===== src/rtl/mwp_pkg.sv =====
package mwp_pkg;

  typedef enum logic [2:0] {
    RES_OK   = 3'd0,
    RES_VPP  = 3'd1,
    RES_PROG = 3'd2,
    RES_PROT = 3'd3,
    RES_TMO  = 3'd4
  } res_e;

  typedef enum logic [2:0] {
    S_IDLE, S_CMD, S_WR, S_RD, S_EVAL, S_SUSP, S_CLR, S_FIN
  } st_e;

  localparam int STS_RDY  = 7;
  localparam int STS_VPP  = 3;
  localparam int STS_PRG  = 4;
  localparam int STS_PROT = 1;

endpackage


===== src/rtl/mwp_status_decode.sv =====
module mwp_status_decode
  import mwp_pkg::*;
(
  input  logic [7:0] sts,
  output logic       ready,
  output res_e       code
);

  logic unused_sts;
  assign unused_sts = ^{sts[6:5], sts[2], sts[0]};

  assign ready = sts[STS_RDY];

  always_comb begin
    if (sts[STS_VPP])       code = RES_VPP;
    else if (sts[STS_PRG])  code = RES_PROG;
    else if (sts[STS_PROT]) code = RES_PROT;
    else                    code = RES_OK;
  end

endmodule


===== src/rtl/mwp_poll_cnt.sv =====
module mwp_poll_cnt #(
  parameter int unsigned LIMIT = 16
) (
  input  logic clk,
  input  logic rst_n,
  input  logic clr,
  input  logic inc,
  output logic expired
);

  localparam int CW = $clog2(LIMIT + 1);

  logic [CW-1:0] cnt_q, cnt_d;

  always_comb begin
    cnt_d = cnt_q;
    if (clr)      cnt_d = '0;
    else if (inc) cnt_d = cnt_q + 1'b1;
  end

  always_ff @(posedge clk or negedge rst_n) begin
    if (!rst_n)          cnt_q <= '0;
    else if (clr || inc) cnt_q <= cnt_d;
  end

  assign expired = (cnt_q >= CW'(LIMIT));

  AST_CNT_BOUND: assert property (@(posedge clk) disable iff (!rst_n)
    cnt_q <= CW'(LIMIT));

endmodule


===== src/rtl/mwp_fsm.sv =====
module mwp_fsm
  import mwp_pkg::*;
#(
  parameter int          AW      = 20,
  parameter int          DW      = 16,
  parameter logic [7:0]  OP_DUAL = 8'h30,
  parameter logic [7:0]  OP_QUAD = 8'h55,
  parameter logic [7:0]  OP_CLR  = 8'h50
) (
  input  logic          clk,
  input  logic          rst_n,
  input  logic          req_valid,
  input  logic          req_quad,
  input  logic [AW-1:0] req_addr,
  input  logic [4*DW-1:0] req_data,
  input  logic          suspend_req,
  input  logic [7:0]    bus_rdata,
  input  logic          sts_ready,
  input  res_e          sts_code,
  input  logic          cnt_expired,
  output logic [7:0]    sts_byte,
  output logic          cnt_clr,
  output logic          cnt_inc,
  output logic          busy,
  output logic          done,
  output res_e          result,
  output logic [AW-1:0] bus_addr,
  output logic [DW-1:0] bus_wdata,
  output logic          bus_we,
  output logic          bus_oe
);

  localparam int PADW = DW - 8;

  st_e             st_q, st_d;
  logic [1:0]      idx_q, idx_d;
  res_e            res_q, res_d;
  logic [7:0]      sts_q;
  logic            quad_q;
  logic [AW-1:0]   base_q;
  logic [DW-1:0]   data_q [4];
  logic            load, sts_ld;
  logic [1:0]      last_idx;
  logic [AW-1:0]   base_al;

  assign last_idx = quad_q ? 2'd3 : 2'd1;
  assign base_al  = {req_addr[AW-1:2], (req_quad ? 1'b0 : req_addr[1]), 1'b0};

  always_comb begin
    st_d   = st_q;
    idx_d  = idx_q;
    res_d  = res_q;
    load   = 1'b0;
    sts_ld = 1'b0;
    case (st_q)
      S_IDLE: if (req_valid) begin
        load  = 1'b1;
        idx_d = 2'd0;
        st_d  = S_CMD;
      end
      S_CMD:  st_d = S_WR;
      S_WR: begin
        if (idx_q == last_idx) st_d = S_RD;
        else                   idx_d = idx_q + 2'd1;
      end
      S_RD: begin
        sts_ld = 1'b1;
        st_d   = S_EVAL;
      end
      S_EVAL: begin
        if (sts_ready) begin
          res_d = sts_code;
          st_d  = (sts_code == RES_OK) ? S_FIN : S_CLR;
        end else if (cnt_expired) begin
          res_d = RES_TMO;
          st_d  = S_FIN;
        end else if (suspend_req) begin
          st_d  = S_SUSP;
        end else begin
          st_d  = S_RD;
        end
      end
      S_SUSP: if (!suspend_req) st_d = S_RD;
      S_CLR:  st_d = S_FIN;
      S_FIN:  st_d = S_IDLE;
      default: st_d = S_IDLE;
    endcase
  end

  always_ff @(posedge clk or negedge rst_n) begin
    if (!rst_n) begin
      st_q  <= S_IDLE;
      idx_q <= 2'd0;
      res_q <= RES_OK;
      sts_q <= 8'h00;
    end else begin
      st_q  <= st_d;
      idx_q <= idx_d;
      res_q <= res_d;
      if (sts_ld) sts_q <= bus_rdata;
    end
  end

  always_ff @(posedge clk) begin
    if (load) begin
      quad_q <= req_quad;
      base_q <= base_al;
      for (int k = 0; k < 4; k++) data_q[k] <= req_data[k*DW +: DW];
    end
  end

  always_comb begin
    bus_addr  = '0;
    bus_wdata = '0;
    case (st_q)
      S_CMD: begin
        bus_addr  = base_q;
        bus_wdata = {{PADW{1'b0}}, (quad_q ? OP_QUAD : OP_DUAL)};
      end
      S_WR: begin
        bus_addr  = {base_q[AW-1:2], base_q[1:0] | idx_q};
        bus_wdata = data_q[idx_q];
      end
      S_CLR: begin
        bus_addr  = base_q;
        bus_wdata = {{PADW{1'b0}}, OP_CLR};
      end
      default: ;
    endcase
  end

  assign bus_we   = (st_q == S_CMD) || (st_q == S_WR) || (st_q == S_CLR);
  assign bus_oe   = (st_q == S_RD);
  assign busy     = (st_q != S_IDLE);
  assign done     = (st_q == S_FIN);
  assign result   = res_q;
  assign sts_byte = sts_q;
  assign cnt_clr  = (st_q == S_CMD);
  assign cnt_inc  = (st_q == S_RD);

  AST_OE_SINGLE: assert property (@(posedge clk) disable iff (!rst_n)
    bus_oe |=> !bus_oe);

  AST_CLR_BEFORE_ERR: assert property (@(posedge clk) disable iff (!rst_n)
    (done && (res_q inside {RES_VPP, RES_PROG, RES_PROT})) |->
      ($past(bus_we) && ($past(bus_wdata[7:0]) == OP_CLR)));

  AST_SUSP_QUIET: assert property (@(posedge clk) disable iff (!rst_n)
    ((st_q == S_SUSP) && suspend_req) |=> !bus_oe && busy);

endmodule


===== src/rtl/flash_mwp_seq.sv =====
module flash_mwp_seq
  import mwp_pkg::*;
#(
  parameter int          AW         = 20,
  parameter int          DW         = 16,
  parameter int unsigned POLL_LIMIT = 16,
  parameter logic [7:0]  OP_DUAL    = 8'h30,
  parameter logic [7:0]  OP_QUAD    = 8'h55,
  parameter logic [7:0]  OP_CLR     = 8'h50
) (
  input  logic            clk,
  input  logic            rst_n,
  input  logic            req_valid,
  input  logic            req_quad,
  input  logic [AW-1:0]   req_addr,
  input  logic [4*DW-1:0] req_data,
  input  logic            suspend_req,
  output logic            busy,
  output logic            done,
  output logic [2:0]      result,
  output logic [AW-1:0]   bus_addr,
  output logic [DW-1:0]   bus_wdata,
  output logic            bus_we,
  output logic            bus_oe,
  input  logic [7:0]      bus_rdata
);

  logic [7:0] sts_byte;
  logic       sts_ready;
  res_e       sts_code;
  res_e       res;
  logic       cnt_clr, cnt_inc, cnt_expired;

  mwp_status_decode u_dec (
    .sts   (sts_byte),
    .ready (sts_ready),
    .code  (sts_code)
  );

  mwp_poll_cnt #(.LIMIT(POLL_LIMIT)) u_cnt (
    .clk     (clk),
    .rst_n   (rst_n),
    .clr     (cnt_clr),
    .inc     (cnt_inc),
    .expired (cnt_expired)
  );

  mwp_fsm #(
    .AW(AW), .DW(DW), .OP_DUAL(OP_DUAL), .OP_QUAD(OP_QUAD), .OP_CLR(OP_CLR)
  ) u_fsm (
    .clk         (clk),
    .rst_n       (rst_n),
    .req_valid   (req_valid),
    .req_quad    (req_quad),
    .req_addr    (req_addr),
    .req_data    (req_data),
    .suspend_req (suspend_req),
    .bus_rdata   (bus_rdata),
    .sts_ready   (sts_ready),
    .sts_code    (sts_code),
    .cnt_expired (cnt_expired),
    .sts_byte    (sts_byte),
    .cnt_clr     (cnt_clr),
    .cnt_inc     (cnt_inc),
    .busy        (busy),
    .done        (done),
    .result      (res),
    .bus_addr    (bus_addr),
    .bus_wdata   (bus_wdata),
    .bus_we      (bus_we),
    .bus_oe      (bus_oe)
  );

  assign result = res;

  AST_WE_OE_EXCL: assert property (@(posedge clk) disable iff (!rst_n)
    !(bus_we && bus_oe));

  AST_IDLE_QUIET: assert property (@(posedge clk) disable iff (!rst_n)
    !busy |-> (!bus_we && !bus_oe && !done));

  AST_DONE_PULSE: assert property (@(posedge clk) disable iff (!rst_n)
    done |=> (!done && !busy));

  AST_RESULT_CODE: assert property (@(posedge clk) disable iff (!rst_n)
    done |-> (result <= 3'd4));

endmodule


===== config.mk =====
export PLATFORM = sky130hd
export DESIGN_NAME = flash_mwp_seq
export DESIGN_NICKNAME = d
export VERILOG_FILES = /design/src/rtl/mwp_pkg.sv /design/src/rtl/mwp_status_decode.sv /design/src/rtl/mwp_poll_cnt.sv /design/src/rtl/mwp_fsm.sv /design/src/rtl/flash_mwp_seq.sv
export SDC_FILE = /design/constraint.sdc
export NUM_CORES = 1
export LEC_CHECK = 0
export BUFFER_PORTS_ARGS = -buffer_cell sky130_fd_sc_hd__buf_4
export CAP_MARGIN = 20
export CORE_ASPECT_RATIO = 0.6
export CORE_UTILIZATION = 38
export DETAILED_ROUTE_END_ITERATION = 8
export GPL_ROUTABILITY_DRIVEN = 0
export HOLD_SLACK_MARGIN = 0.03
export PLACE_DENSITY = 0.67
export SLEW_MARGIN = 5
export SYNTH_ARGS = -nofsm -noshare
export SYNTH_HDL_FRONTEND = slang
export SYNTH_HIERARCHICAL = 1
export SYNTH_SLANG_ARGS = --single-unit

===== constraint.sdc =====
create_clock -name clk -period 4.7 [get_ports clk]
set_input_delay 0.705 -clock clk [delete_from_list [all_inputs] [get_ports clk]]
set_output_delay 0.705 -clock clk [all_outputs]
set_load 0.01 [all_outputs]

==> metrics.md <==
| Metric | Value |
|---|---|
| CTS root buf | clkbuf_16 |
| Final Non-Filler Cells | 525 |
| Slew margin rel. | 0.319 |
| Commonest non-fill, non-tap cells in the layout | buf_4 (136), edfxtp_1 (84), and2_1 (18) |
| First-pass GRT wire length | 14.0 mm |
| RSZ-0062 raised after global routing | false |
| Slew Viols, Final | 0 |
| Slew @ Worst Pin | 1.02 ns |
| Global route total overflow | 0 |
| Peak supply drop | 0.243 mV |
| Syn Std Cell Area | 4170 um2 |
| Die area | 11,400 um2 |
| # H-tree levels | 3 |
| Max-Cap Viols | 0 |
| Syn Inst Count | 251 |
| Total Neg Setup Slack | 0 ns |
| Post-Syn Nets | 350 |
| Die height | 83.2 um |
| Cell depth of the worst flop-to-flop path | 3 |
| Antenna diodes | 0 |
| Final min period | 3.11 ns |
| FP Rows | 29 |
| Footprint of the multi-input gates | 1060 um2 |
| Clk sink count | 101 |
| Core area | 10,600 um2 |
| Placed Cells | 508 |
| Post CTS Setup Buffer Count | 0 |
| Worst Path Required | 3.99 ns |
| # fillers | 916 |
| 1st-pass router iterations | 4 |
| PwrDens | 585 nW/um2 |
| Min-Delay Path Class | in2async |
| Final Cycle Share | 0.663 |
| Largest net degree at the start of global routing | 85 |
| Commonest non-fill, non-tap cell in the layout | buf_4 |
| Port bufs | 134 |
| Die W | 137 um |
| Clock buffer count from CTS | 9 |
| Status | finished clean |
| Clock-pin slew on the worst setup and hold paths | 0.07 ns |
| Hold buffers post-CTS | 0 |
| Area Growth Syn to Fin | 33.7% |
| Initial DRC count | 153 |
| HPWL after DPL | 6.22 mm |
| DRC Markers | 0 |
| Leak Pwr | 2.30 nW |
| Initial Util | 0.392 |
| CP max FO | 28 |
| FMAX | 0.321 GHz |
| CTS tree | built |
| CP Data Arrival Time | 2.41 ns |
| Initial antenna violation count | 0 |
| Setup CP Type | reg2out |
| Post-CTS resize count | 0 |
| Drt wl/cell | 17.0 um |
| Layout cells sized above 1 | 0.469 |
| Hold Vio Cnt, Final | 0 |
| Finish-stage setup viols | 0 |
| Fin Clk Skew | 0.00548 ns |
| Routed vias/inst | 4.90 |
| CP startpoint kind | flop |
| Fin nets | 480 |
| Synth Warn # | 6 |
| Fin util | 0.525 |
| Crit. End Element | output port |
| Syn avg cell area | 16.6 um2 |
| Seq. cell area | 2950 um2 |
| Via count | 2,573 |
| # IOs | 140 |
| Max clock buf depth | 2 |
| Detail Route Antenna Nets | 0 |
| Skew-Pair Late Insertion Delay | 0.34 ns |
| Final wirelength | 8.91 mm |
| Number of global-route vias before repair | 2,632 |
| GRT Total Usage | 0.167 |
==> area by class of cell <==
type | count | area share
clock inverter | 7 | 0.0141
tap | 139 | 0.0312
clock buffer | 9 | 0.0404
sequential | 101 | 0.528
inverter | 10 | 0.00785
timing repair buffer | 137 | 0.188
multi-input combinational | 122 | 0.190
==> stage by stage <==
step	worst slack [ns]	area [um2]	total power, mW	hold slack, ns
2_1_floorplan	1.37	4170	2.09	0.409
3_3_place_gp	1.97	5250	2.51	0.494
3_5_place_dp	1.94	5250	2.53	0.504
4_1_cts	1.56	5550	3.30	0.220
5_1_grt	1.38	5580	3.46	0.228
6_report	1.59	5580	3.26	0.225
==> layer usage <==
layer | vias up | global-route usage | part of all wire
li1 | 1199 | - | -
met1 | 1258 | 0.224 | 0.43
met2 | 110 | 0.247 | 0.45
met3 | 6 | 0.0733 | 0.11
met4 | 0 | 0.0450 | 0.0064
met5 | - | 0 | 0
==> power by group <==
group / internal [mW] / leakage [nW] / switching [mW] / total (mW)
sequential: 1.20 / 0.985 / 0.168 / 1.37
clock: 0.422 / 0.152 / 0.334 / 0.756
combinational: 0.597 / 1.17 / 0.544 / 1.14
total: 2.22 / 2.30 / 1.05 / 3.26
==> state kept, by name, summed over array words and instances, names as in the netlist <==
signal / flops
u_fsm/sts_byte: 4
u_fsm/result: 3
u_fsm/st_q: 3
u_fsm/base_q: 19
u_cnt/cnt_q: 5
u_fsm/idx_q: 2
u_fsm/quad_q: 1
u_fsm/data_q: 64
==> path summary, 6_finish.rpt <==
| path | startpoint | to | slack, ns |
|---|---|---|---|
| worst max register to register | u_fsm/st_q[2] | u_fsm/data_q[0][4] | 2.33 |
| worst min register to register | u_fsm/result[1] | u_fsm/result[1] | 0.52 |
| worst min-delay path | rst_n | u_fsm/st_q[1] | 0.22 |
| max in group asynchronous | rst_n | u_fsm/result[2] | 4.28 |
| min in group clk | u_fsm/result[1] | u_fsm/result[1] | 0.52 |
| worst max-delay path | u_fsm/st_q[1] | bus_addr[5] | 1.59 |
==> worst max-delay path, cell delays in order, from the launching register on <==
cell and delay, ns:
dfrtp_1 0.95, or3b_4 0.28, clkinv_2 0.13, nor2_2 0.28, inv_6 0.10, and2_1 0.18, buf_4 0.14
(Power assumes the default switching activity.)
